## config.mk

```make
export PLATFORM = sky130hd
export DESIGN_NAME = xdata_access_ctrl
export DESIGN_NICKNAME = d
export VERILOG_FILES = /design/src/rtl/xdata_pkg.sv /design/src/rtl/xdata_region_decode.sv /design/src/rtl/xdata_wait_timer.sv /design/src/rtl/xdata_access_ctrl.sv
export SDC_FILE = /design/constraint.sdc
export NUM_CORES = 1
export LEC_CHECK = 0
export BUFFER_PORTS_ARGS = -buffer_cell sky130_fd_sc_hd__buf_2
export CORE_ASPECT_RATIO = 1.75
export CORE_MARGIN = 4
export CORE_UTILIZATION = 28
export DETAILED_ROUTE_END_ITERATION = 12
export PLACE_DENSITY = 0.49
export RECOVER_POWER = 25
export SKIP_LAST_GASP = 1
export SYNTH_ARGS = -nofsm -noshare
export SYNTH_HDL_FRONTEND = slang
export SYNTH_SLANG_ARGS = --single-unit
```

## constraint.sdc

```tcl
create_clock -name clk -period 4.3 [get_ports clk]
set_input_delay 0.86 -clock clk [delete_from_list [all_inputs] [get_ports clk]]
set_output_delay 0.86 -clock clk [all_outputs]
set_load 0.01 [all_outputs]
```

## src/rtl/xdata_pkg.sv

```systemverilog
// Package xdata_pkg
// Shared widths and the region table of the external data access controller.
// Assumes regions do not overlap and each ends below the top of the address space.
package xdata_pkg;
    localparam int ADDR_W      = 16;
    localparam int DATA_W      = 8;
    localparam int STRETCH_W   = 3;
    localparam int WAIT_W      = 3;
    localparam int NUM_REGIONS = 3;
    localparam int MAX_WAIT    = 6;
    localparam int CNT_W       = $clog2((2 ** STRETCH_W) + MAX_WAIT + 1);

    typedef struct packed {
        logic [ADDR_W-1:0] base;
        logic [ADDR_W:0]   size;
        logic [WAIT_W-1:0] waits;
    } region_t;

    // Region table: index equals the select bit driven for that region.
    function automatic region_t region_cfg(input int idx);
        region_t r;
        case (idx)
            0:       r = '{base: 16'h0000, size: 17'h00800, waits: 3'd0};
            1:       r = '{base: 16'h1000, size: 17'h00200, waits: 3'd6};
            default: r = '{base: 16'h2000, size: 17'h00100, waits: 3'd0};
        endcase
        return r;
    endfunction
endpackage

```

## src/rtl/xdata_region_decode.sv

```systemverilog
// Module xdata_region_decode
// Combinational decode of a target address into a one-hot region hit vector
// and the fixed wait count of the hit region. Assumes non-overlapping regions.
module xdata_region_decode
    import xdata_pkg::*;
#(
    parameter int N_REG = NUM_REGIONS
) (
    input  logic [ADDR_W-1:0] addr,
    output logic [N_REG-1:0]  hit,
    output logic [WAIT_W-1:0] waits
);
    // One range comparator per region.
    for (genvar g = 0; g < N_REG; g++) begin : g_cmp
        localparam region_t CFG = region_cfg(g);
        logic [ADDR_W:0] a_ext;
        assign a_ext  = {1'b0, addr};
        assign hit[g] = (a_ext >= {1'b0, CFG.base}) &&
                        (a_ext <  ({1'b0, CFG.base} + CFG.size));
    end

    // Select the wait count of whichever region hit (zero when none).
    always_comb begin
        waits = '0;
        for (int i = 0; i < N_REG; i++) begin
            if (hit[i]) waits = waits | region_cfg(i).waits;
        end
    end
endmodule

```

## src/rtl/xdata_wait_timer.sv

```systemverilog
// Module xdata_wait_timer
// Down-counter that keeps an access active for (load + 1) cycles after start.
// Assumes start is only raised while not active.
module xdata_wait_timer
    import xdata_pkg::*;
(
    input  logic             clk,
    input  logic             rst_n,
    input  logic             start,
    input  logic [CNT_W-1:0] load,
    output logic             active,
    output logic             last
);
    localparam int MAX_LOAD = (2 ** STRETCH_W) - 1 + MAX_WAIT;

    logic [CNT_W-1:0] cnt;

    // Load on start, then count down to zero and drop active.
    always_ff @(posedge clk) begin
        if (!rst_n) begin
            active <= 1'b0;
            cnt    <= '0;
        end else if (start) begin
            active <= 1'b1;
            cnt    <= load;
        end else if (active) begin
            if (cnt == '0) active <= 1'b0;
            else           cnt    <= cnt - 1'b1;
        end
    end

    assign last = active && (cnt == '0);


    cnt_bound_chk: assert property (@(posedge clk) disable iff (!rst_n)
        active |-> (cnt <= CNT_W'(MAX_LOAD)));


    start_idle_chk: assert property (@(posedge clk) disable iff (!rst_n)
        start |-> !active);


    countdown_chk: assert property (@(posedge clk) disable iff (!rst_n)
        (active && !last) |=> (active && cnt == $past(cnt) - 1'b1));
endmodule

```

## src/rtl/xdata_access_ctrl.sv

```systemverilog
// Module xdata_access_ctrl
// External data space access controller: forms the target address (pointer or
// page + indirect byte), decodes it, times the access as 1 + stretch + region
// waits, drives select and strobes, and returns read data with a done pulse.
// Assumes the requester holds req_valid until a clock edge with busy low.
module xdata_access_ctrl
    import xdata_pkg::*;
(
    input  logic                   clk,
    input  logic                   rst_n,
    input  logic                   req_valid,
    input  logic                   req_write,
    input  logic                   req_indirect,
    input  logic [ADDR_W-1:0]      req_addr,
    input  logic [DATA_W-1:0]      req_wdata,
    output logic                   busy,
    input  logic                   ctl_wr,
    input  logic [DATA_W-1:0]      ctl_wdata,
    input  logic                   page_wr,
    input  logic [DATA_W-1:0]      page_wdata,
    output logic [NUM_REGIONS-1:0] mem_sel,
    output logic                   mem_rd_stb,
    output logic                   mem_wr_stb,
    output logic [ADDR_W-1:0]      mem_addr,
    output logic [DATA_W-1:0]      mem_wdata,
    input  logic [DATA_W-1:0]      mem_rdata,
    output logic                   done,
    output logic [DATA_W-1:0]      rd_data
);
    localparam int PAGE_W = ADDR_W - 8;
    localparam logic [STRETCH_W-1:0] STRETCH_RST = STRETCH_W'(1);

    logic [STRETCH_W-1:0]   stretch_q;
    logic [PAGE_W-1:0]      page_q;
    logic [ADDR_W-1:0]      eff_addr;
    logic [NUM_REGIONS-1:0] hit;
    logic [WAIT_W-1:0]      waits;
    logic [CNT_W-1:0]       load_cnt;
    logic                   accept;
    logic                   active;
    logic                   last;
    logic [ADDR_W-1:0]      addr_q;
    logic [DATA_W-1:0]      wdata_q;
    logic [NUM_REGIONS-1:0] sel_q;
    logic                   wr_q;
    logic                   done_q;
    logic [DATA_W-1:0]      rdata_q;

    // Control registers: stretch field and page, written at any time.
    always_ff @(posedge clk) begin
        if (!rst_n) begin
            stretch_q <= STRETCH_RST;
            page_q    <= '0;
        end else begin
            if (ctl_wr)  stretch_q <= ctl_wdata[STRETCH_W-1:0];
            if (page_wr) page_q    <= page_wdata[PAGE_W-1:0];
        end
    end

    // Target address: page supplies the upper byte in indirect mode.
    assign eff_addr = req_indirect ? {page_q, req_addr[7:0]} : req_addr;

    xdata_region_decode #(.N_REG(NUM_REGIONS)) u_decode (
        .addr  (eff_addr),
        .hit   (hit),
        .waits (waits)
    );

    assign accept   = req_valid && !active;
    assign load_cnt = CNT_W'(stretch_q) + CNT_W'(waits);

    xdata_wait_timer u_timer (
        .clk    (clk),
        .rst_n  (rst_n),
        .start  (accept),
        .load   (load_cnt),
        .active (active),
        .last   (last)
    );

    // Capture the request so the bus stays stable for the whole access.
    always_ff @(posedge clk) begin
        if (!rst_n) begin
            addr_q  <= '0;
            wdata_q <= '0;
            sel_q   <= '0;
            wr_q    <= 1'b0;
        end else if (accept) begin
            addr_q  <= eff_addr;
            wdata_q <= req_wdata;
            sel_q   <= hit;
            wr_q    <= req_write;
        end
    end

    // Completion: pulse done after the last strobe cycle and register read data.
    always_ff @(posedge clk) begin
        if (!rst_n) begin
            done_q  <= 1'b0;
            rdata_q <= '0;
        end else begin
            done_q <= last;
            if (last) rdata_q <= (!wr_q && (sel_q != '0)) ? mem_rdata : '0;
        end
    end

    assign busy       = active;
    assign mem_sel    = active ? sel_q : '0;
    assign mem_rd_stb = active && !wr_q;
    assign mem_wr_stb = active &&  wr_q;
    assign mem_addr   = addr_q;
    assign mem_wdata  = wdata_q;
    assign done       = done_q;
    assign rd_data    = rdata_q;


    sel_onehot_chk: assert property (@(posedge clk) disable iff (!rst_n)
        $onehot0(mem_sel));


    bus_stable_chk: assert property (@(posedge clk) disable iff (!rst_n)
        (busy && $past(busy) && !$past(last)) |-> ($stable(mem_addr) && $stable(mem_sel)));


    done_pulse_chk: assert property (@(posedge clk) disable iff (!rst_n)
        done |=> !done);


    done_after_busy_chk: assert property (@(posedge clk) disable iff (!rst_n)
        $fell(busy) |-> done);


    unmapped_zero_chk: assert property (@(posedge clk) disable iff (!rst_n)
        (last && mem_rd_stb && mem_sel == '0) |=> (rd_data == '0));


    len_hold_chk: assert property (@(posedge clk) disable iff (!rst_n)
        (busy && !last && ctl_wr) |=> busy);
endmodule

```

==> impl_results.rst <==
.. list-table::
   :header-rows: 1

   * - Metric
     - Value
   * - Cell breakdown of the critical path
     - buf_2 -> or4b_1 -> o22a_1 -> or3_1 -> fa_1 -> nor3b_1 -> o21ai_0 -> a21oi_1
   * - Worst supply voltage drop on vdd
     - roughly 0.21 mV
   * - Clock tree skew after final layout
     - between 6 and 7 ps
   * - Number of pins with negative max-slew slack in the final report
     - 0
   * - First-pass GRT wire length
     - ~9.2 mm
   * - Starting utilization of the core area
     - 0.290
   * - Cell Area, Synth
     - ~2200 µm²
   * - Total power density per cell area
     - about 410 nW/µm²
   * - Transition time of the tightest slew-check pin
     - 891 ps
   * - Number of DRC markers after the initial detailed-route iteration
     - roughly 120
   * - Die ar.
     - between 9000 and 10000 µm²
   * - Maximum buffer depth of the clock tree
     - 2
   * - Site row count
     - 42
   * - Clock buffer count from CTS
     - 5
   * - Area taken by multi-input logic gates
     - 1070 µm²
   * - CP Capture Type
     - flop
   * - Boundary Pins
     - 94
   * - Finished Layout Cells
     - about 420
   * - Post-synth ARST share
     - 0
   * - Post-synthesis register bit count
     - 53
   * - Antenna violation net count after detailed routing
     - 0
   * - Data required time at the worst endpoint
     - ~4500 ps
   * - Post_cts resized
     - 0
   * - Fraction of final layout cells with drive strength greater than 1
     - 0.236
   * - Compound-Gate Fraction of Synth Area
     - 0.141
   * - Register area share after synthesis
     - 0.477
   * - Global routing usage summed across all routing layers
     - 0.126
   * - Post-DR vias/cell
     - between 4 and 5
   * - Routed wire length per instance
     - between 10 and 15 µm
   * - Global placement routability congestion
     - ~0.79
   * - Net total in the final layout
     - around 390
   * - Number of global-route vias before repair
     - 1896
   * - Clock sink count
     - 53
   * - Crit path from
     - req_indirect
   * - Number of post-CTS setup repair buffers
     - 0
   * - Critical Path Source Type
     - primary input
   * - Outcome
     - complete, no violations
   * - Min Clock Period, post-route
     - between 2000 and 3000 ps
   * - Commonest cells after routing, fill and taps aside
     - 67 x buf_2, 53 x dfxtp_1, 46 x nand2_1
   * - Sequential standard cell area
     - around 1100 µm²
   * - Final global-route overflow total
     - 0
   * - Share of cell area taken by muxes after synthesis
     - 0.0854
   * - Number of setup violations in the final report
     - 0
   * - EDFF count, synth
     - 0
   * - R2r startpoint
     - page_q[7]
   * - Worst-path cell with the longest stage delay
     - fa_1
   * - HPWL reported at the end of detailed placement
     - 4.35 mm
   * - Maximum fanout along the worst path
     - 14
   * - Crit Path Class
     - in2reg
   * - Maximum level of the CTS H-tree
     - 2
   * - Predominant post-synthesis flop cell
     - dfxtp_1
   * - Relative slew margins
     - 0.406
   * - Root Driver
     - clkbuf_16
   * - Dpl cells
     - between 400 and 500
   * - Vertical die dimension
     - ~130 µm
   * - Share of the core filled with cells
     - 0.374
   * - Number of antenna violations at the first check in global routing
     - 0
   * - Routed Wire Length
     - 5.92 mm
   * - Count of hold-fix buffers inserted at cts
     - 0
   * - Synthesis warning total
     - 0
   * - CP arrival
     - between 3000 and 4000 ps
   * - Vias
     - 2042
   * - Xor and xnor area share after synthesis
     - 0
   * - Skew-Pair Late Insertion Delay
     - ~290 ps
   * - Filler instances
     - 827
   * - Area growth from synthesis to layout
     - 28.9%
   * - Achievable clock frequency
     - about 340 MHz
   * - Synth area leader
     - dfxtp_1
   * - Net count of the mapped netlist
     - 314
   * - Post-synth top area share
     - 0.477
   * - Floorplan Core Area
     - around 7700 µm²
   * - Post-route setup TNS
     - 0 ps
   * - Detailed-routing iteration count for the pre-antenna-repair pass
     - 4
   * - Part of the cycle the worst path needs
     - 0.691
   * - Most common cell after layout, fill and taps aside
     - buf_2
   * - Maximum cell stage delay along the critical path
     - about 510 ps
   * - Distinct cell type count after synthesis
     - 37
   * - Mean instance size in the synthesized netlist
     - between 8 and 9 µm²
   * - Adder and majority gate portion of the synthesized area
     - 0.0259
   * - Chip Width
     - around 75 µm
   * - Worst hold-check path type
     - reg2reg
   * - Post-route DRC violation count
     - 0
   * - R2R Setup Slk
     - around 1800 ps
   * - Static leakage
     - between 0.001 and 0.0015 µW
   * - Buffers added on ports
     - 88
   * - Dominant combinational cell family by area after synthesis
     - simple AND/OR/NAND/NOR gates
   * - Syn Inst Count
     - approximately 260
   * - CTS clock-pin slew for the worst setup and hold paths
     - 70 ps
   * - TritonCTS clock tree
     - yes
   * - Setup repair after global routing missed its margin
     - false
   * - Largest net degree at the start of global routing
     - 40
   * - Hold slack final
     - about 450 ps
   * - # diodes
     - 0
   * - Top post-synthesis cells by area
     - dfxtp_1 48%, mux2i_1 8.5%, nand2_1 7.8%, a21oi_1 6.5%, nor2_1 3.5%
   * - Number of failing hold endpoints at the final stage
     - 0
   * - Post-Synth Simple-Gate Area
     - 0.230
   * - Startpoint of the tightest hold check path
     - rd_data[5]
   * - Max-Cap Viols
     - 0
   * - Design Power
     - ~1200 µW
-- per-stage QoR --
step | instance area (µm²) | setup slack (ps)
2_1_floorplan | 2230 | 1390
3_3_place_gp | 2730 | 1020
3_5_place_dp | 2730 | 1000
4_1_cts | 2900 | 1310
5_1_grt | 2870 | 1140
6_report | 2870 | 1330
-- path summary, 6_finish.rpt --
kind / end / cells past startpoint
setup / recovery: u_timer.cnt[2] / 8
hold / removal: rd_data[5] / 2
setup reg to reg: u_timer.cnt[2] / 7
hold reg to reg: rd_data[5] / 2
-- area by class of cell --
class,count,share of cell area
Clock buffer,7,0.0497
Clock inverter,1,0.0105
Inverter,5,0.00654
Multi-Input combinational cell,178,0.374
Sequential cell,53,0.370
Tap cell,88,0.0384
Timing Repair Buffer,91,0.151
-- cells in the mapped netlist, drive strengths merged, types with 2 or more instances --
library cell / number
a211oi: 7
o41ai: 2
dfxtp: 53
nand2: 46
or3: 3
nor3: 3
nor2: 21
clkbuf: 14
nor2b: 4
mux2i: 19
nand3: 4
buf: 5
ha: 3
inv: 5
a21oi: 29
nand4b: 8
and2: 5
o21ai: 7
a31oi: 2
-- critical path: cells and delay by family --
family / cells / cell delay, ps
AO/OA/AOI/OAI: 3 / 540
adder cells (fa/ha/maj): 1 / 510
buffers and inverters: 1 / 280
AND/OR/NAND/NOR: 3 / 940
-- cells by family (layout without fill, tap and decap cells) --
| kind of cell | Yosys count | after routing |
|---|---|---|
| buffers and inverters | 24 | 104 |
| muxes | 19 | 19 |
| adders and majority gates | 4 | 4 |
| DFF | 53 | 53 |
| AOI/OAI and AO/OA | 52 | 52 |
| and+or+nand+nor | 103 | 103 |
-- routing by layer --
| layer | up-vias | global-route usage | share of wire |
|---|---|---|---|
| met3 | 6 | 0.0335 | 0.063 |
| met2 | 54 | 0.217 | 0.52 |
| li1 | 1041 | - | - |
| met5 | - | 0 | 0 |
| met1 | 941 | 0.146 | 0.40 |
| met4 | 0 | 0.0463 | 0.017 |
-- report_power, final --
| part | leakage (µW) | total [µW] | switching, µW | internal (µW) |
|---|---|---|---|---|
| Combinational | 0.000705 | 173 | 100 | 72.7 |
| Clock | 0.0000841 | 465 | 174 | 291 |
| Sequential | 0.000435 | 548 | 24.8 | 523 |
| Total | 0.00122 | 1180 | 298 | 886 |
-- state kept, by name (all words and copies together) (netlist names) --
name	flops
wr_q	1
page_q	8
mem_addr	16
mem_wdata	8
done	1
u_timer.cnt	4
stretch_q	3
rd_data	8
u_timer.active	1
sel_q	3
(Power assumes the default switching activity.)
